### src/rtl/gpio_regs_pkg.sv
package gpio_regs_pkg;

  localparam logic [7:0] OFS_DIR_SET = 8'h00;
  localparam logic [7:0] OFS_DIR_CLR = 8'h04;
  localparam logic [7:0] OFS_OUT_LO  = 8'h08;
  localparam logic [7:0] OFS_OUT_HI  = 8'h0C;
  localparam logic [7:0] OFS_PIN_IN  = 8'h10;

  typedef enum logic [2:0] {
    SEL_NONE,
    SEL_DIR_SET,
    SEL_DIR_CLR,
    SEL_OUT_LO,
    SEL_OUT_HI,
    SEL_PIN_IN
  } reg_sel_e;

  function automatic reg_sel_e decode_ofs(input logic [7:0] ofs);
    case (ofs)
      OFS_DIR_SET: decode_ofs = SEL_DIR_SET;
      OFS_DIR_CLR: decode_ofs = SEL_DIR_CLR;
      OFS_OUT_LO:  decode_ofs = SEL_OUT_LO;
      OFS_OUT_HI:  decode_ofs = SEL_OUT_HI;
      OFS_PIN_IN:  decode_ofs = SEL_PIN_IN;
      default:     decode_ofs = SEL_NONE;
    endcase
  endfunction

endpackage

### src/rtl/gpio_dir_ctl.sv
module gpio_dir_ctl #(
  parameter int WIDTH = 32
) (
  input  logic             clk,
  input  logic             rst,
  input  logic             set_stb,
  input  logic             clr_stb,
  input  logic [WIDTH-1:0] bit_sel,
  output logic [WIDTH-1:0] oe_q
);

  always_ff @(posedge clk) begin
    if (rst) begin
      oe_q <= '0;
    end else if (set_stb) begin
      oe_q <= oe_q | bit_sel;
    end else if (clr_stb) begin
      oe_q <= oe_q & ~bit_sel;
    end
  end

  AST_DIR_SET_BITS: assert property (@(posedge clk) disable iff (rst)
    set_stb |=> ((oe_q & $past(bit_sel)) == $past(bit_sel)));

  AST_DIR_CLR_BITS: assert property (@(posedge clk) disable iff (rst)
    clr_stb |=> ((oe_q & $past(bit_sel)) == '0));

  AST_DIR_SET_KEEPS: assert property (@(posedge clk) disable iff (rst)
    set_stb |=> ((oe_q & ~$past(bit_sel)) == ($past(oe_q) & ~$past(bit_sel))));

  AST_DIR_IDLE_HOLD: assert property (@(posedge clk) disable iff (rst)
    (!set_stb && !clr_stb) |=> $stable(oe_q));

endmodule

### src/rtl/gpio_out_half.sv
module gpio_out_half #(
  parameter int HALF_W = 16
) (
  input  logic              clk,
  input  logic              rst,
  input  logic              wr_stb,
  input  logic [HALF_W-1:0] wr_mask,
  input  logic [HALF_W-1:0] wr_val,
  output logic [HALF_W-1:0] lat_q
);

  always_ff @(posedge clk) begin
    if (rst) begin
      lat_q <= '0;
    end else if (wr_stb) begin
      lat_q <= (lat_q & ~wr_mask) | (wr_val & wr_mask);
    end
  end

  AST_MASKED_BITS_HOLD: assert property (@(posedge clk) disable iff (rst)
    wr_stb |=> (((lat_q ^ $past(lat_q)) & ~$past(wr_mask)) == '0));

  AST_UNMASKED_TAKE: assert property (@(posedge clk) disable iff (rst)
    wr_stb |=> ((lat_q & $past(wr_mask)) == ($past(wr_val) & $past(wr_mask))));

  AST_LATCH_IDLE: assert property (@(posedge clk) disable iff (rst)
    !wr_stb |=> $stable(lat_q));

endmodule

### src/rtl/gpio_in_sync.sv
module gpio_in_sync #(
  parameter int WIDTH  = 32,
  parameter int STAGES = 2
) (
  input  logic             clk,
  input  logic             rst,
  input  logic [WIDTH-1:0] async_in,
  output logic [WIDTH-1:0] sync_out
);

  logic [WIDTH-1:0] stg [STAGES];

  always_ff @(posedge clk) begin
    if (rst) stg[0] <= '0;
    else     stg[0] <= async_in;
  end

  for (genvar s = 1; s < STAGES; s++) begin : g_stage
    always_ff @(posedge clk) begin
      if (rst) stg[s] <= '0;
      else     stg[s] <= stg[s-1];
    end
  end

  assign sync_out = stg[STAGES-1];

endmodule

### src/rtl/gpio_port_regs.sv
module gpio_port_regs
  import gpio_regs_pkg::*;
#(
  parameter int DATA_W      = 32,
  parameter int ADDR_W      = 8,
  parameter int SYNC_STAGES = 2
) (
  input  logic              clk,
  input  logic              rst,
  input  logic [ADDR_W-1:0] reg_addr,
  input  logic              reg_we,
  input  logic [DATA_W-1:0] reg_wdata,
  output logic [DATA_W-1:0] reg_rdata,
  input  logic [DATA_W-1:0] pad_in,
  output logic [DATA_W-1:0] pad_out,
  output logic [DATA_W-1:0] pad_oe
);

  localparam int HALF_W = DATA_W / 2;
  localparam int N_HALF = 2;

  reg_sel_e          sel;
  logic [DATA_W-1:0] oe_q;
  logic [DATA_W-1:0] pin_sync;
  logic [HALF_W-1:0] half_q [N_HALF];
  logic [DATA_W-1:0] rd_next;

  assign sel = decode_ofs(8'(reg_addr));

  gpio_dir_ctl #(.WIDTH(DATA_W)) u_dir (
    .clk     (clk),
    .rst     (rst),
    .set_stb (reg_we && (sel == SEL_DIR_SET)),
    .clr_stb (reg_we && (sel == SEL_DIR_CLR)),
    .bit_sel (reg_wdata),
    .oe_q    (oe_q)
  );

  for (genvar h = 0; h < N_HALF; h++) begin : g_half
    localparam reg_sel_e HSEL = (h == 0) ? SEL_OUT_LO : SEL_OUT_HI;
    gpio_out_half #(.HALF_W(HALF_W)) u_half (
      .clk     (clk),
      .rst     (rst),
      .wr_stb  (reg_we && (sel == HSEL)),
      .wr_mask (reg_wdata[DATA_W-1:HALF_W]),
      .wr_val  (reg_wdata[HALF_W-1:0]),
      .lat_q   (half_q[h])
    );
    assign pad_out[h*HALF_W +: HALF_W] = half_q[h];
  end

  gpio_in_sync #(.WIDTH(DATA_W), .STAGES(SYNC_STAGES)) u_sync (
    .clk      (clk),
    .rst      (rst),
    .async_in (pad_in),
    .sync_out (pin_sync)
  );

  assign pad_oe = oe_q;

  always_comb begin
    rd_next = '0;
    case (sel)
      SEL_DIR_CLR: rd_next = oe_q;
      SEL_OUT_LO:  rd_next[HALF_W-1:0] = half_q[0];
      SEL_OUT_HI:  rd_next[HALF_W-1:0] = half_q[1];
      SEL_PIN_IN:  rd_next = pin_sync;
      default:     rd_next = '0;
    endcase
  end

  always_ff @(posedge clk) begin
    if (rst) reg_rdata <= '0;
    else     reg_rdata <= rd_next;
  end

  AST_UNMAPPED_READS_ZERO: assert property (@(posedge clk) disable iff (rst)
    ((sel == SEL_NONE) || (sel == SEL_DIR_SET)) |=> (reg_rdata == '0));

  AST_OE_READBACK: assert property (@(posedge clk) disable iff (rst)
    (sel == SEL_DIR_CLR) |=> (reg_rdata == $past(pad_oe)));

  AST_HALF_READ_UPPER_ZERO: assert property (@(posedge clk) disable iff (rst)
    ((sel == SEL_OUT_LO) || (sel == SEL_OUT_HI)) |=> (reg_rdata[DATA_W-1:HALF_W] == '0));

  AST_RESET_CLEARS: assert property (@(posedge clk)
    rst |=> ((pad_oe == '0) && (pad_out == '0) && (reg_rdata == '0)));

endmodule

### config.mk
export PLATFORM = sky130hd
export DESIGN_NAME = gpio_port_regs
export DESIGN_NICKNAME = d
export VERILOG_FILES = /design/src/rtl/gpio_regs_pkg.sv /design/src/rtl/gpio_dir_ctl.sv /design/src/rtl/gpio_out_half.sv /design/src/rtl/gpio_in_sync.sv /design/src/rtl/gpio_port_regs.sv
export SDC_FILE = /design/constraint.sdc
export NUM_CORES = 1
export LEC_CHECK = 0
export BUFFER_PORTS_ARGS = -buffer_cell sky130_fd_sc_hd__buf_2
export CORE_ASPECT_RATIO = 0.75
export CORE_MARGIN = 2
export CORE_UTILIZATION = 50
export CTS_CLUSTER_SIZE = 25
export DETAILED_ROUTE_END_ITERATION = 8
export PLACE_DENSITY = 0.77
export SLEW_MARGIN = 10
export SYNTH_ARGS = -nofsm -noshare
export SYNTH_HDL_FRONTEND = slang
export SYNTH_HIERARCHICAL = 1
export SYNTH_SLANG_ARGS = --single-unit
### constraint.sdc
create_clock -name clk -period 3.9 [get_ports clk]
set_clock_uncertainty 0.2 [all_clocks]
set_input_delay 0.195 -clock clk [delete_from_list [all_inputs] [get_ports clk]]
set_output_delay 0.195 -clock clk [all_outputs]
set_load 0.005 [all_outputs]
* Word level (Yosys, flattened, before mapping) *
Memory sizes are Yosys's and may differ from the RTL's.
Cells that the tools add are included.

word-level totals
  register bits = 96
  memory bits (writable) = 64
  input bits = 75
  logic and storage cells = 41
  memories kept = 1

memory list
  name        words  width  read ports  clocked after Yosys merged registers in  wr ports  RTL line            text
  u_sync.stg  2      32     2           0                                        2         gpio_in_sync.sv:11  logic [WIDTH-1:0] stg [STAGES];

cells by class
  equality and inequality tests = 9
  multiplexer cells = 10
  bitwise gates (word level) = 11
  reductions and logical operators = 6

operators by type and width
  cell                  number
  $mux W32              4
  $pmux W16 S4          1
  $and A16 B16 Y16      3
  $and A32 B32 Y32      1
  $not A32 Y32          1
  $or A16 B16 Y16       2
  $or A32 B32 Y32       1
  $pmux W16 S2          1
  $eq A8 B4 Y1 const B  2
  $not A16 Y16          1
  $pmux W3 S5           1
  $eq A8 B3 Y1 const B  1
  $eq A8 B5 Y1 const B  1
  $logic_not A8 Y1      1
  $eq A3 B2 Y1 const B  2
  $eq A3 B3 Y1 const B  2
  $logic_and A1 B1 Y1   4
  $eq A3 B1 Y1 const B  1
  $mux W1               3
  $or A1 B1 Y1          2
  $reduce_bool A2 Y1    1

* Longest topological paths before layout *
  depth in word-level cells = 6
  depth in mapped cells = 8

* By module *
Netlist, hierarchy kept.

modules (own cells, without submodules)
  module          instances  cells each  area each (sq um)  sequential area each (sq um)
  gpio_in_sync    1          135         1918.1             1281.2
  gpio_port_regs  1          144         1436.4             640.6
  gpio_out_half   2          69          710.7              320.3
  gpio_dir_ctl    1          137         1413.9             640.6

* Least setup slack after synthesis *
No wires, ideal clock.

  kind = input -> register
  start point = input port reg_addr[1]
  end point = register with a tool-made name
  library setup time = 123 ps
  arrival = 1951 ps
  data required time = 3577 ps
  slack = 1627 ps
  stages = 8
  buffers on the path = 3
  cells stage by stage = or3_1 > buf_2 > nor4_2 > buf_4 > and3_1 > buf_6 > a21bo_1 > a21oi_2

RTL lines
  element          RTL line              text
  start, declared  gpio_port_regs.sv:10  input logic [ADDR_W-1:0] reg_addr,

==> impl_metrics.toml <==
[outcome]
status = "completed"

[worst_setup_path]
cp_max_fo = 23
critical_path.slowest_cell = "and3_1"
r2r_cells = 3
start_kind = "input port"
crit_type = "in2reg"
end_kind = "flip-flop"
cp_top_family = "buffers and inverters"
cp.depth = 10
arrival_ps = 3850
crit_buf_inv = 5
cpPeakStageDelay_ps = 810
crit_chain = "buf_2 > or3_1 > nor4_4 > buf_4 > and3_1 > buf_4 > nand3_1 > dlygate4sd3_1 > a21oi_1 > dlygate4sd3_1"
required_ps = 4070

[die]
core_area_um2 = 12170
die_h_um = 100.4
num_io_pins = 171
die_area_um2 = 13290
die_w_um = 132.5
start_util = 0.5084
num_rows = 35

[synth]
synth_edf_count = 0
synth_warnings = 6
synth.most_common_cell = "dfxtp_1"
synth_common_cells = "dfxtp_1 (160), nor2b_2 (60), a21bo_1 (56)"
synth_area_leaders = "dfxtp_1 (52%), a21bo_1 (9.1%), nor2b_2 (8.5%)"
netlist_instances = 554
ys_types = 31
synthFlopType = "dfxtp_1"
syn_area_um2 = 6190
yosysTopAreaCell = "dfxtp_1"
yosysSeqAreaShare = 0.5175
synth_nets = 629
ys_seq_elements = 160
ys_async_sr_fraction = 0
yosysTopAreaCellShare = 0.5175
syn_area_per_cell_um2 = 11.17

[place]
hpwlAfterDp_um = 10800
dpl_cell_area_um2 = 7066
gp_congestion = 0.8400
io_buffers = 170
dp.cells = 862

[route]
drcViolationCount = 0
wl_met3_um = 1202
drt-initial-drc-count = 433
antenna_left = 0
totalWireLength_um = 17230
viasPerCell = 5.334
via_count = 5227
post_drt_wl_per_cell_um = 17.58
wl_met2_um = 8334
drtPass1Iterations = 8
top_layer = "met4"
met1_length_um = 7452

[timing]
period_share = 0.9437
hold_viol = 0
setup_violations = 0
max-slew-margin-rel = 0.3719
drv_slew = 0
grt_setup_unrepaired = "no"
tightestPinTransition_ps = 942.1
fmax_ghz = 0.2717
setup_tns_ps = 0
final.min_clock_period_ps = 3681

[clock_network]
clock_sinks = 160
root_buffer = "clkbuf_16"
cts_tree = "built"
h-tree-depth = 4
insertion_delay_ps = 420
cts_resized = 0
clockBufferDepth = 2
clk_pin_slew_ps = 60
cts-buffers-inserted = 17

[global_route]
grtUsageTotal = 0.2608
antenna_found_initial = 1
grt_max_degree = 131
overflow = 0
first_global_vias = 5193
grt_pass1_wl_um = 26910

[power_and_ir_drop]
power-per-cell-area_nw_per_um2 = 413.3
power_mw = 3.517
ir_drop_mv = 0.3057
p_leak_nw = 3.557

[hold_path]
hold_class = "in2reg"
min_delay_path_depth = 4

[job]
drv_cap = 0

[finish]
layout.cells.non_filler = 980
drive_above_1_share = 0.4219
nNetsFinal = 875
synthToLayoutAreaGrowth_pct = 37.48
final_util = 0.6990
fin_area_um2 = 8509
[logic make-up (layout without fill, tap and decap cells)]
logic type	after synthesis	after routing	share of synthesized area
AO/OA/AOI/OAI	163	163	0.2292
buffers and inverters	39	298	0.04952
AND/OR/NAND/NOR	176	176	0.1746
other	0	1	0
flip-flops	160	160	0.5175
multiplexers	16	16	0.02911
[cells in the final DEF, fill, tap and decap left out, types with 4 or more instances in the layout]
cell type      netlist  routed
buf_2               12     169
dfxtp_1            160     160
dlygate4sd3_1        0      85
nor2b_2             60      60
a21bo_1             56      56
a21oi_2             43      43
nand2_1             34      34
nor2_1              33      33
nand3_1             32      32
a21oi_1             23      23
clkbuf_16            0      17
mux2_2              16      16
a22oi_1             16      16
a222oi_1            15      15
buf_4                2       9
a21bo_2              8       8
clkinv_4             0       4
nor2b_1              4       4
[repair_timing]
item / CTS / global route
endpoints found under the setup margin: 0 / 0
endpoints found under the hold margin: 101 / 0
buffers inserted: 0 / 0
hold buffers: 85 / 0
[where the power goes]
part | switching (mW) | total, mW | internal (mW) | leakage, nW
registers | 0.00877 | 1.67 | 1.66 | 1.30
logic | 0.0989 | 0.204 | 0.105 | 1.97
clock network | 0.718 | 1.64 | 0.921 | 0.283
[cell type report]
class	count	area, µm²
Timing Repair Buffer	265	1795
Clock inverter	13	147.6
Multi-Input combinational cell	355	2706
Tap cell	166	207.7
Sequential cell	160	3203
Antenna cell	1	2.502
Inverter	1	3.754
Clock buffer	19	442.9
Fill cell	910	3665
[final timing paths]
check                                       from  slack [ps]               end
worst max-delay path                 reg_addr[1]         220         flip-flop
worst min-delay path                 reg_addr[2]         170      reg_rdata[6]
worst max register to register         flip-flop        2310         flip-flop
worst min register to register  u_sync/stg[0][5]         240  u_sync/stg[1][5]
[through the flow]
step / hold slack (ps) / worst slack, ps
finish: 166.6 / 219.5
global route: 224.1 / 5.405
CTS: 148.2 / 279.3
detailed placement: 208.4 / 845.4
global placement: 204.0 / 971.8
floorplan: 57.44 / 1627
[layer usage]
metal	vias up	GRT usage
met5	-	0
met4	0	0.08933
met3	27	0.06667
met2	228	0.4420
met1	2531	0.3266
li1	2441	-
[worst min-delay path, delay by kind of cell]
family	cells	cell delay, ps
AOI/OAI and AO/OA	2	200
muxes	1	180
buffers and inverters	1	170
(Power assumes the default switching activity.)
